<file path="src/rtl/spi_fm_pkg.sv">
// Package: register offsets, mode encoding and widths shared by the SPI master.
package spi_fm_pkg;
    localparam int unsigned REG_W  = 16;
    localparam int unsigned ADDR_W = 5;

    localparam logic [ADDR_W-1:0] A_MODE = 5'h00;
    localparam logic [ADDR_W-1:0] A_CTLA = 5'h04;
    localparam logic [ADDR_W-1:0] A_CTLB = 5'h08;
    localparam logic [ADDR_W-1:0] A_STAT = 5'h14;
    localparam logic [ADDR_W-1:0] A_DATA = 5'h18;

    localparam logic [4:0] LEN_BYTE = 5'd8;
    localparam logic [4:0] LEN_HALF = 5'd16;

    typedef enum logic [1:0] {
        OPM_OFF  = 2'b00,
        OPM_CFG  = 2'b01,
        OPM_RUN  = 2'b10,
        OPM_RSVD = 2'b11
    } opmode_e;
endpackage

</file>
<file path="src/rtl/spi_fm_fifo.sv">
// Module: synchronous FIFO with flush.
// Assumes: a push when full and a pop when empty are dropped; dout is 0 when empty.
module spi_fm_fifo #(
    parameter int W     = 16,
    parameter int DEPTH = 4
) (
    input  logic                         clk,
    input  logic                         rst_n,
    input  logic                         clr,
    input  logic                         push,
    input  logic [W-1:0]                 din,
    input  logic                         pop,
    output logic [W-1:0]                 dout,
    output logic [$clog2(DEPTH+1)-1:0]   count,
    output logic                         full,
    output logic                         empty
);
    localparam int AW = (DEPTH > 1) ? $clog2(DEPTH) : 1;
    localparam int CW = $clog2(DEPTH+1);

    logic [W-1:0]  mem [DEPTH];
    logic [AW-1:0] wp_q, rp_q;
    logic [CW-1:0] cnt_q;
    logic          do_push, do_pop;

    assign full    = (cnt_q == CW'(DEPTH));
    assign empty   = (cnt_q == '0);
    assign do_push = push && !full && !clr;
    assign do_pop  = pop && !empty && !clr;
    assign dout    = empty ? '0 : mem[rp_q];
    assign count   = cnt_q;

    // Store an accepted word.
    always_ff @(posedge clk) begin
        if (do_push) mem[wp_q] <= din;
    end

    // Move the pointers and the fill count; flush wins.
    always_ff @(posedge clk) begin
        if (!rst_n || clr) begin
            wp_q  <= '0;
            rp_q  <= '0;
            cnt_q <= '0;
        end else begin
            if (do_push) wp_q <= (wp_q == AW'(DEPTH-1)) ? '0 : wp_q + 1'b1;
            if (do_pop)  rp_q <= (rp_q == AW'(DEPTH-1)) ? '0 : rp_q + 1'b1;
            case ({do_push, do_pop})
                2'b10:   cnt_q <= cnt_q + 1'b1;
                2'b01:   cnt_q <= cnt_q - 1'b1;
                default: cnt_q <= cnt_q;
            endcase
        end
    end
endmodule

</file>
<file path="src/rtl/spi_fm_engine.sv">
// Module: SPI shift engine, one word at a time, MSB first.
// Assumes: div >= 1 and the configuration stays stable while busy. Each bit lasts
// div+1 cycles. miso is sampled at the mid-bit sck edge and mosi moves at bit starts.
module spi_fm_engine #(
    parameter int DIV_W  = 8,
    parameter int WORD_W = 16
) (
    input  logic              clk,
    input  logic              rst_n,
    input  logic              go,
    input  logic              tx_valid,
    input  logic [WORD_W-1:0] tx_word,
    input  logic              len_wide,
    input  logic              cpol,
    input  logic              cpha,
    input  logic [DIV_W-1:0]  div,
    input  logic              miso,
    output logic              tx_pop,
    output logic              rx_push,
    output logic [WORD_W-1:0] rx_word,
    output logic              busy,
    output logic              sck,
    output logic              mosi
);
    localparam int HALF_W = WORD_W / 2;
    localparam int BW     = $clog2(WORD_W);

    logic              busy_q;
    logic [DIV_W-1:0]  cnt_q;
    logic [BW-1:0]     bit_q;
    logic [WORD_W-1:0] sr_q, rsr_q;
    logic [DIV_W:0]    period;
    logic [DIV_W-1:0]  mid_m1;
    logic              late_half;
    logic              bit_end;

    assign period    = {1'b0, div} + 1'b1;
    assign mid_m1    = DIV_W'((period >> 1) - 1'b1);
    assign late_half = (cnt_q > mid_m1);
    assign bit_end   = busy_q && (cnt_q == div);

    assign tx_pop  = !busy_q && go && tx_valid;
    assign rx_push = bit_end && (bit_q == '0);
    assign rx_word = len_wide ? rsr_q : {{HALF_W{1'b0}}, rsr_q[HALF_W-1:0]};
    assign busy    = busy_q;
    assign mosi    = busy_q && sr_q[WORD_W-1];
    assign sck     = busy_q ? (cpol ^ cpha ^ late_half) : cpol;

    // Load a word, step through the bit slots, sample mid-bit, shift at bit end.
    always_ff @(posedge clk) begin
        if (!rst_n) begin
            busy_q <= 1'b0;
            cnt_q  <= '0;
            bit_q  <= '0;
            sr_q   <= '0;
            rsr_q  <= '0;
        end else if (!busy_q) begin
            if (tx_pop) begin
                busy_q <= 1'b1;
                cnt_q  <= '0;
                bit_q  <= len_wide ? BW'(WORD_W-1) : BW'(HALF_W-1);
                sr_q   <= len_wide ? tx_word : {tx_word[HALF_W-1:0], {HALF_W{1'b0}}};
            end
        end else begin
            if (cnt_q == mid_m1) rsr_q <= {rsr_q[WORD_W-2:0], miso};
            if (bit_end) begin
                cnt_q <= '0;
                sr_q  <= {sr_q[WORD_W-2:0], 1'b0};
                if (bit_q == '0) busy_q <= 1'b0;
                else             bit_q  <= bit_q - 1'b1;
            end else begin
                cnt_q <= cnt_q + 1'b1;
            end
        end
    end
endmodule

</file>
<file path="src/rtl/spi_fifo_master.sv">
// Module: top of the buffered SPI master: register decode, mode control, queues, engine.
// Assumes: single-cycle register accesses; a read strobe on the data port pops one word.
module spi_fifo_master #(
    parameter int DEPTH = 4,
    parameter int DIV_W = 8
) (
    input  logic        clk,
    input  logic        rst_n,
    input  logic        wr_en,
    input  logic        rd_en,
    input  logic [4:0]  addr,
    input  logic [15:0] wdata,
    output logic [15:0] rdata,
    output logic        irq,
    output logic        sck,
    output logic        mosi,
    input  logic        miso
);
    import spi_fm_pkg::*;

    localparam int CW = $clog2(DEPTH+1);

    opmode_e          mode_q;
    logic             hold_q;
    logic [1:0]       thr_m1_q;
    logic             rx_ie_q, cpol_q, cpha_q, len_wide_q;
    logic [DIV_W-1:0] div_q, div_in;
    logic             run_q, cfg_open, flush, go;
    logic             tx_push, tx_pop, rx_pop, rx_push, eng_busy;
    logic [15:0]      tx_din, tx_head, rx_word, rx_head;
    logic [CW-1:0]    tx_cnt, rx_cnt;
    logic             tx_full, tx_empty, rx_full, rx_empty;
    logic             rx_hit;

    assign run_q    = (mode_q == OPM_RUN);
    assign cfg_open = !run_q;
    assign go       = run_q && !hold_q;
    assign flush    = wr_en && (addr == A_MODE) && wdata[0];
    assign tx_push  = wr_en && (addr == A_DATA);
    assign rx_pop   = rd_en && (addr == A_DATA);
    assign tx_din   = len_wide_q ? wdata : {8'h00, wdata[7:0]};
    assign div_in   = (wdata[8 +: DIV_W] == '0) ? DIV_W'(1) : wdata[8 +: DIV_W];
    assign rx_hit   = (rx_cnt >= (CW'(thr_m1_q) + 1'b1));
    assign irq      = rx_hit && rx_ie_q;

    // Register writes: mode always, control registers only outside running mode.
    always_ff @(posedge clk) begin
        if (!rst_n) begin
            mode_q     <= OPM_CFG;
            hold_q     <= 1'b0;
            thr_m1_q   <= '0;
            rx_ie_q    <= 1'b0;
            cpol_q     <= 1'b0;
            cpha_q     <= 1'b0;
            div_q      <= DIV_W'(1);
            len_wide_q <= 1'b0;
        end else if (wr_en) begin
            if (addr == A_MODE) begin
                mode_q <= opmode_e'(wdata[7:6]);
                hold_q <= wdata[1];
            end
            if (addr == A_CTLA && cfg_open) begin
                thr_m1_q <= wdata[13:12];
                rx_ie_q  <= wdata[9];
                cpha_q   <= wdata[1];
                cpol_q   <= wdata[0];
            end
            if (addr == A_CTLB && cfg_open) begin
                div_q <= div_in;
                if (wdata[4:0] == LEN_BYTE)      len_wide_q <= 1'b0;
                else if (wdata[4:0] == LEN_HALF) len_wide_q <= 1'b1;
            end
        end
    end

    // Read-back multiplexer.
    always_comb begin
        rdata = '0;
        case (addr)
            A_MODE: rdata = {8'h00, mode_q, 4'h0, hold_q, 1'b0};
            A_CTLA: rdata = {2'b00, thr_m1_q, 2'b00, rx_ie_q, 7'h00, cpha_q, cpol_q};
            A_CTLB: rdata = {8'(div_q), 3'b000, len_wide_q ? LEN_HALF : LEN_BYTE};
            A_STAT: rdata = {1'b0, rx_hit, 3'(tx_cnt), 3'(rx_cnt), 5'h00,
                             !eng_busy && tx_empty, 2'b00};
            A_DATA: rdata = rx_head;
            default: rdata = '0;
        endcase
    end

    spi_fm_fifo #(.W(16), .DEPTH(DEPTH)) u_txq (
        .clk(clk), .rst_n(rst_n), .clr(flush), .push(tx_push), .din(tx_din),
        .pop(tx_pop), .dout(tx_head), .count(tx_cnt), .full(tx_full), .empty(tx_empty));

    spi_fm_fifo #(.W(16), .DEPTH(DEPTH)) u_rxq (
        .clk(clk), .rst_n(rst_n), .clr(flush), .push(rx_push), .din(rx_word),
        .pop(rx_pop), .dout(rx_head), .count(rx_cnt), .full(rx_full), .empty(rx_empty));

    spi_fm_engine #(.DIV_W(DIV_W), .WORD_W(16)) u_eng (
        .clk(clk), .rst_n(rst_n), .go(go), .tx_valid(!tx_empty), .tx_word(tx_head),
        .len_wide(len_wide_q), .cpol(cpol_q), .cpha(cpha_q), .div(div_q), .miso(miso),
        .tx_pop(tx_pop), .rx_push(rx_push), .rx_word(rx_word), .busy(eng_busy),
        .sck(sck), .mosi(mosi));
endmodule

</file>
<file path="config.mk">
export PLATFORM = sky130hd
export DESIGN_NAME = spi_fifo_master
export DESIGN_NICKNAME = d
export VERILOG_FILES = /design/src/rtl/spi_fm_pkg.sv /design/src/rtl/spi_fm_fifo.sv /design/src/rtl/spi_fm_engine.sv /design/src/rtl/spi_fifo_master.sv
export SDC_FILE = /design/constraint.sdc
export NUM_CORES = 1
export LEC_CHECK = 0
export BUFFER_PORTS_ARGS = -buffer_cell sky130_fd_sc_hd__buf_4
export CAP_MARGIN = 0
export CORE_MARGIN = 2
export CORE_UTILIZATION = 50
export DETAILED_ROUTE_END_ITERATION = 8
export HOLD_SLACK_MARGIN = 0.12
export PLACE_DENSITY = 0.67
export SYNTH_ARGS = -nofsm -noshare
export SYNTH_HDL_FRONTEND = slang
export SYNTH_SLANG_ARGS = --single-unit
</file>
<file path="constraint.sdc">
create_clock -name clk -period 4.6 [get_ports clk]
set_clock_uncertainty 0.1 [all_clocks]
set_input_delay 0.46 -clock clk [delete_from_list [all_inputs] [get_ports clk]]
set_output_delay 0.46 -clock clk [all_outputs]
set_load 0.005 [all_outputs]
</file>
==> metrics.txt <==
leakage power 3.864 nW; antenna violations before repair 0; EDFF count, synth 128; Post-Syn Area 9255 sq um; Worst Hold Launch wdata[15]; area added between synthesis and finish 15.02%; pwr dens 379.5 nW/um^2; CP required 4.04 ns; max frequency 232.5 MHz; worst hold-check path type in -> reg; Std-Cell Core Area 18,090 sq um; number of post-CTS setup repair buffers 0; combinational share of power 2.1%; max-slew violation total from the final report 0; number of levels the H-tree was split into 1; average routed wire per standard cell 20.43 um; r2r worst-path depth 12; Async S/R FF share, synth 0%; flop2flop setup slack 0.99 ns; final wirelength 20,660 um; Ys Warns 0; capturing point of the worst reg2reg path u_eng.rsr_q[0]; total half-perimeter wirelength after legalization and detailed placement 13,820 um; gr ovfl total 0; drc violations 0; gate count of the mapped netlist 726; number of nets in the finished design 822; power dissipated by switching net loads 0.0007762 W; post-route worst hold slack 0.1322 ns; ys flop type sky130_fd_sc_hd__edfxtp_1; buffer depth of the longest clock path 3; final setup fails 0; share of power burned in the clock network 49.2%; total negative setup slack 0 ns; horizontal extent of the die 140.1 um; Internal Dissipation 0.003264 W; setup slack after layout 0.2992 ns; setup repair after global routing missed its margin no; adder and majority cell fraction of the synthesized area 4.218%; Sink Count 208; mean area per synthesized cell 12.75 sq um; routed via count divided by cell count 5.984; global-route wire length before repair 32,520 um; initial standard-cell utilization of the core 51.17%; synthesized net count 782; Hold Vio Cnt, Final 0; overall die area 19,610 sq um; post-placement setup slack 0.8101 ns; transition time of the tightest slew-check pin 1.121 ns; Max VDD drop 0.0003190 V; clock tree root buffer cell sky130_fd_sc_hd__clkbuf_16; Max-Cap Viols 0; outcome finished, final reports clean; compound-cell area share of the yosys netlist 9.855%; DRC marker count from the first detailed-route iteration 435; clock buffer count from CTS 22; clock tree from TritonCTS built; portion of netlist area occupied by mux cells 10.17%; Port Buf Inserts 44; routability congestion estimate from global placement 0.8524; clk_lat worst skew 0.50 ns; CP endpoint kind output pin; cell-by-cell listing of the critical path ha_2 -> xnor2_1 -> ha_1 -> nand2_1 -> nand4_1 -> o21ai_0 -> a31oi_1 -> xor2_1 -> ha_1 -> and4_1 -> nand2_1 -> o211ai_1 -> a2111o_1 -> nand3_1 -> buf_4; critical path launch point type flip-flop; via count of the first global-routing pass 6,138; share of power burned in registers 48.7%; Detail Route Antenna Nets 0; Hold Path Sink div_q[7]; arrival time of data at the critical path endpoint 3.74 ns; main combinational cell family by area after synthesis simple AND/OR/NAND/NOR gates; Slowest Stage Delay on Critical Path 0.45 ns; Cell variety after synth 63; I/O pins 45; synthesized flop and latch total 208; peak fanout along the critical path 7; Reg-to-Reg Start div_q[1]; post-synthesis sequential area ratio 58.83%; Period Utilization, post-route 93.49%; length of the first detailed-routing pass in iterations 5; hold path depth 3; final worst path period need 4.301 ns; classification of the worst setup path reg -> out; sum of internal, switching and leakage power 0.004040 W; kind of cell adding the most delay to the critical path compound AO/OA/AOI/OAI gates; die boundary height 140.1 um; aggregate global-route resource usage 21.17%; pin count of the biggest net entering global routing 44; diode insertion count for antenna repair 0; post-synthesis xor/xnor area fraction 2.650%; proportion of layout cells with a drive suffix above 1 17.01%; switching part of the total power 19.21%; worst-path cell with the longest stage delay sky130_fd_sc_hd__dfxtp_1; FP Rows 49; Bufs and invs on worst path 1; clock slew at the register clock pins of the worst setup and hold paths 0.06 ns; slew margin rel. 25.18%; fraction of the mapped netlist area in simple logic gates 11.10%; total via count after detailed routing 6,050
-- power by group through the flow --
stage	clock network, W	registers [W]	logic (W)
after detailed placement	0	0.00201	0.0000816
after floorplan	0	0.00200	0.0000394
final	0.00199	0.00197	0.0000866
after global placement	0	0.00201	0.0000790
after CTS	0.00201	0.00197	0.0000862
after global routing	0.00209	0.00197	0.0000931
-- worst reg2reg max path, stage by stage (launching register included) --
cell and delay (ns):
sky130_fd_sc_hd__dfxtp_1 0.45, sky130_fd_sc_hd__ha_2 0.30, sky130_fd_sc_hd__xnor2_1 0.15, sky130_fd_sc_hd__ha_1 0.28, sky130_fd_sc_hd__nand3_1 0.12, sky130_fd_sc_hd__o21ai_0 0.15
sky130_fd_sc_hd__a31oi_1 0.12, sky130_fd_sc_hd__xor2_1 0.17, sky130_fd_sc_hd__ha_1 0.30, sky130_fd_sc_hd__and4_1 0.33, sky130_fd_sc_hd__nand3_1 0.60, sky130_fd_sc_hd__nand2_1 0.31
sky130_fd_sc_hd__a21oi_1 0.11
-- state kept, by name, indices dropped and copies added (netlist names), 3 cells and up, named ones only --
| signal | count |
|---|---|
| u_rxq.count | 3 |
| u_rxq.mem | 64 |
| u_txq.mem | 64 |
| u_eng.cnt_q | 8 |
| div_q | 8 |
| u_eng.bit_q | 4 |
| u_eng.sr_q | 16 |
| u_eng.rsr_q | 16 |
| u_txq.count | 3 |
-- layout make-up --
class	instances	area, sq um
tap	229	286.5
clock inverter	11	191.4
timing repair buffer	57	442.9
fill	1400	7441
multi-input combinational	445	3518
inverter	32	120.1
clock buffer	29	640.6
sequential	208	5445
-- logic make-up (layout without fill, tap and decap cells) --
group / Yosys count / after routing
buf+inv: 73 / 129
fa+ha+maj: 30 / 30
xor+xnor: 28 / 28
flops: 208 / 208
mux: 54 / 54
simple gates: 206 / 206
compound gates: 127 / 127
-- cells in the final DEF (no fill, tap or decap), types with 3 or more instances in the layout --
| cell | synthesis | routed |
|---|---|---|
| sky130_fd_sc_hd__nor3_1 | 14 | 14 |
| sky130_fd_sc_hd__o211ai_1 | 5 | 5 |
| sky130_fd_sc_hd__nand3_1 | 9 | 9 |
| sky130_fd_sc_hd__bufinv_16 | 0 | 5 |
| sky130_fd_sc_hd__and3_1 | 8 | 8 |
| sky130_fd_sc_hd__a21o_1 | 4 | 4 |
| sky130_fd_sc_hd__clkinvlp_4 | 0 | 3 |
| sky130_fd_sc_hd__nor2_1 | 48 | 48 |
| sky130_fd_sc_hd__nor2b_1 | 3 | 3 |
| sky130_fd_sc_hd__inv_1 | 30 | 30 |
| sky130_fd_sc_hd__nor4_2 | 3 | 3 |
| sky130_fd_sc_hd__a21oi_1 | 41 | 41 |
| sky130_fd_sc_hd__dlygate4sd3_1 | 0 | 6 |
| sky130_fd_sc_hd__ha_1 | 28 | 27 |
| sky130_fd_sc_hd__a211oi_1 | 8 | 8 |
| sky130_fd_sc_hd__nor3b_1 | 4 | 4 |
| sky130_fd_sc_hd__clkbuf_1 | 27 | 4 |
| sky130_fd_sc_hd__buf_4 | 0 | 51 |
| sky130_fd_sc_hd__nand2_1 | 67 | 67 |
| sky130_fd_sc_hd__or3_1 | 3 | 3 |
| sky130_fd_sc_hd__xnor2_1 | 12 | 12 |
| sky130_fd_sc_hd__nand2b_1 | 3 | 3 |
| sky130_fd_sc_hd__o21ai_0 | 13 | 13 |
| sky130_fd_sc_hd__a22oi_1 | 7 | 7 |
| sky130_fd_sc_hd__mux4_2 | 32 | 32 |
| sky130_fd_sc_hd__a222oi_1 | 15 | 15 |
| sky130_fd_sc_hd__and4_1 | 3 | 3 |
| sky130_fd_sc_hd__xor2_1 | 16 | 16 |
| sky130_fd_sc_hd__edfxtp_1 | 128 | 128 |
| sky130_fd_sc_hd__dfxtp_1 | 80 | 80 |
| sky130_fd_sc_hd__mux2i_1 | 22 | 22 |
| sky130_fd_sc_hd__and2_1 | 28 | 28 |
| sky130_fd_sc_hd__a22o_1 | 5 | 5 |
| sky130_fd_sc_hd__nor4_1 | 3 | 3 |
| sky130_fd_sc_hd__a31oi_1 | 4 | 4 |
| sky130_fd_sc_hd__clkbuf_16 | 0 | 25 |
-- metrics by stage --
stage,cell area (sq um),util (%),instances
2_1_floorplan,9255,-,726
3_3_place_gp,9751,53.91,965
3_5_place_dp,9751,53.91,965
4_1_cts,10640,58.84,1011
5_1_grt,10650,58.86,1011
6_report,10650,58.86,1011
-- metal layers --
metal | track usage [%] | vias to the layer above | wire length, um
li1 | - | 2816 | -
met1 | 26.46 | 2981 | 8405
met2 | 36.79 | 192 | 10450
met3 | 3.179 | 61 | 898
met4 | 9.357 | 0 | 905
met5 | 0 | - | 0
-- synthesized netlist by cell type, types with 4 or more instances --
cell type	count	share of area, %
sky130_fd_sc_hd__a222oi_1	15	1.6
sky130_fd_sc_hd__a211oi_1	8	0.65
sky130_fd_sc_hd__mux2i_1	22	2.4
sky130_fd_sc_hd__a31oi_1	4	0.27
sky130_fd_sc_hd__a21oi_1	41	2.2
sky130_fd_sc_hd__xnor2_1	12	1.1
sky130_fd_sc_hd__and2_1	28	1.9
sky130_fd_sc_hd__a22oi_1	7	0.57
sky130_fd_sc_hd__xor2_1	16	1.5
sky130_fd_sc_hd__clkbuf_1	27	1.1
sky130_fd_sc_hd__a21o_1	4	0.32
sky130_fd_sc_hd__o21ai_0	13	0.70
sky130_fd_sc_hd__a22o_1	5	0.47
sky130_fd_sc_hd__nor2_1	48	1.9
sky130_fd_sc_hd__dfxtp_1	80	17
sky130_fd_sc_hd__nor3b_1	4	0.32
sky130_fd_sc_hd__o211ai_1	5	0.41
sky130_fd_sc_hd__and3_1	8	0.54
sky130_fd_sc_hd__nor3_1	14	0.76
sky130_fd_sc_hd__nand3_1	9	0.49
sky130_fd_sc_hd__inv_1	30	1.2
sky130_fd_sc_hd__edfxtp_1	128	42
sky130_fd_sc_hd__buf_2	10	0.54
sky130_fd_sc_hd__mux4_2	32	7.8
sky130_fd_sc_hd__ha_1	28	3.8
sky130_fd_sc_hd__nand2_1	67	2.7
-- worst max-delay path by stage --
stage	startpoint	endpoint	depth (start not counted)
2_1_floorplan	div_q[1]	sck	15
3_3_place_gp	div_q[0]	sck	15
3_5_place_dp	div_q[1]	sck	15
4_1_cts	div_q[1]	sck	15
5_1_grt	div_q[1]	sck	15
6_report	div_q[1]	sck	15
-- what timing repair did --
item                       CTS  global route
hold endpoints to repair    26             0
setup endpoints to repair    0             1
hold buffers                 6             0
resized for setup            0             1
(Power assumes the default switching activity.)
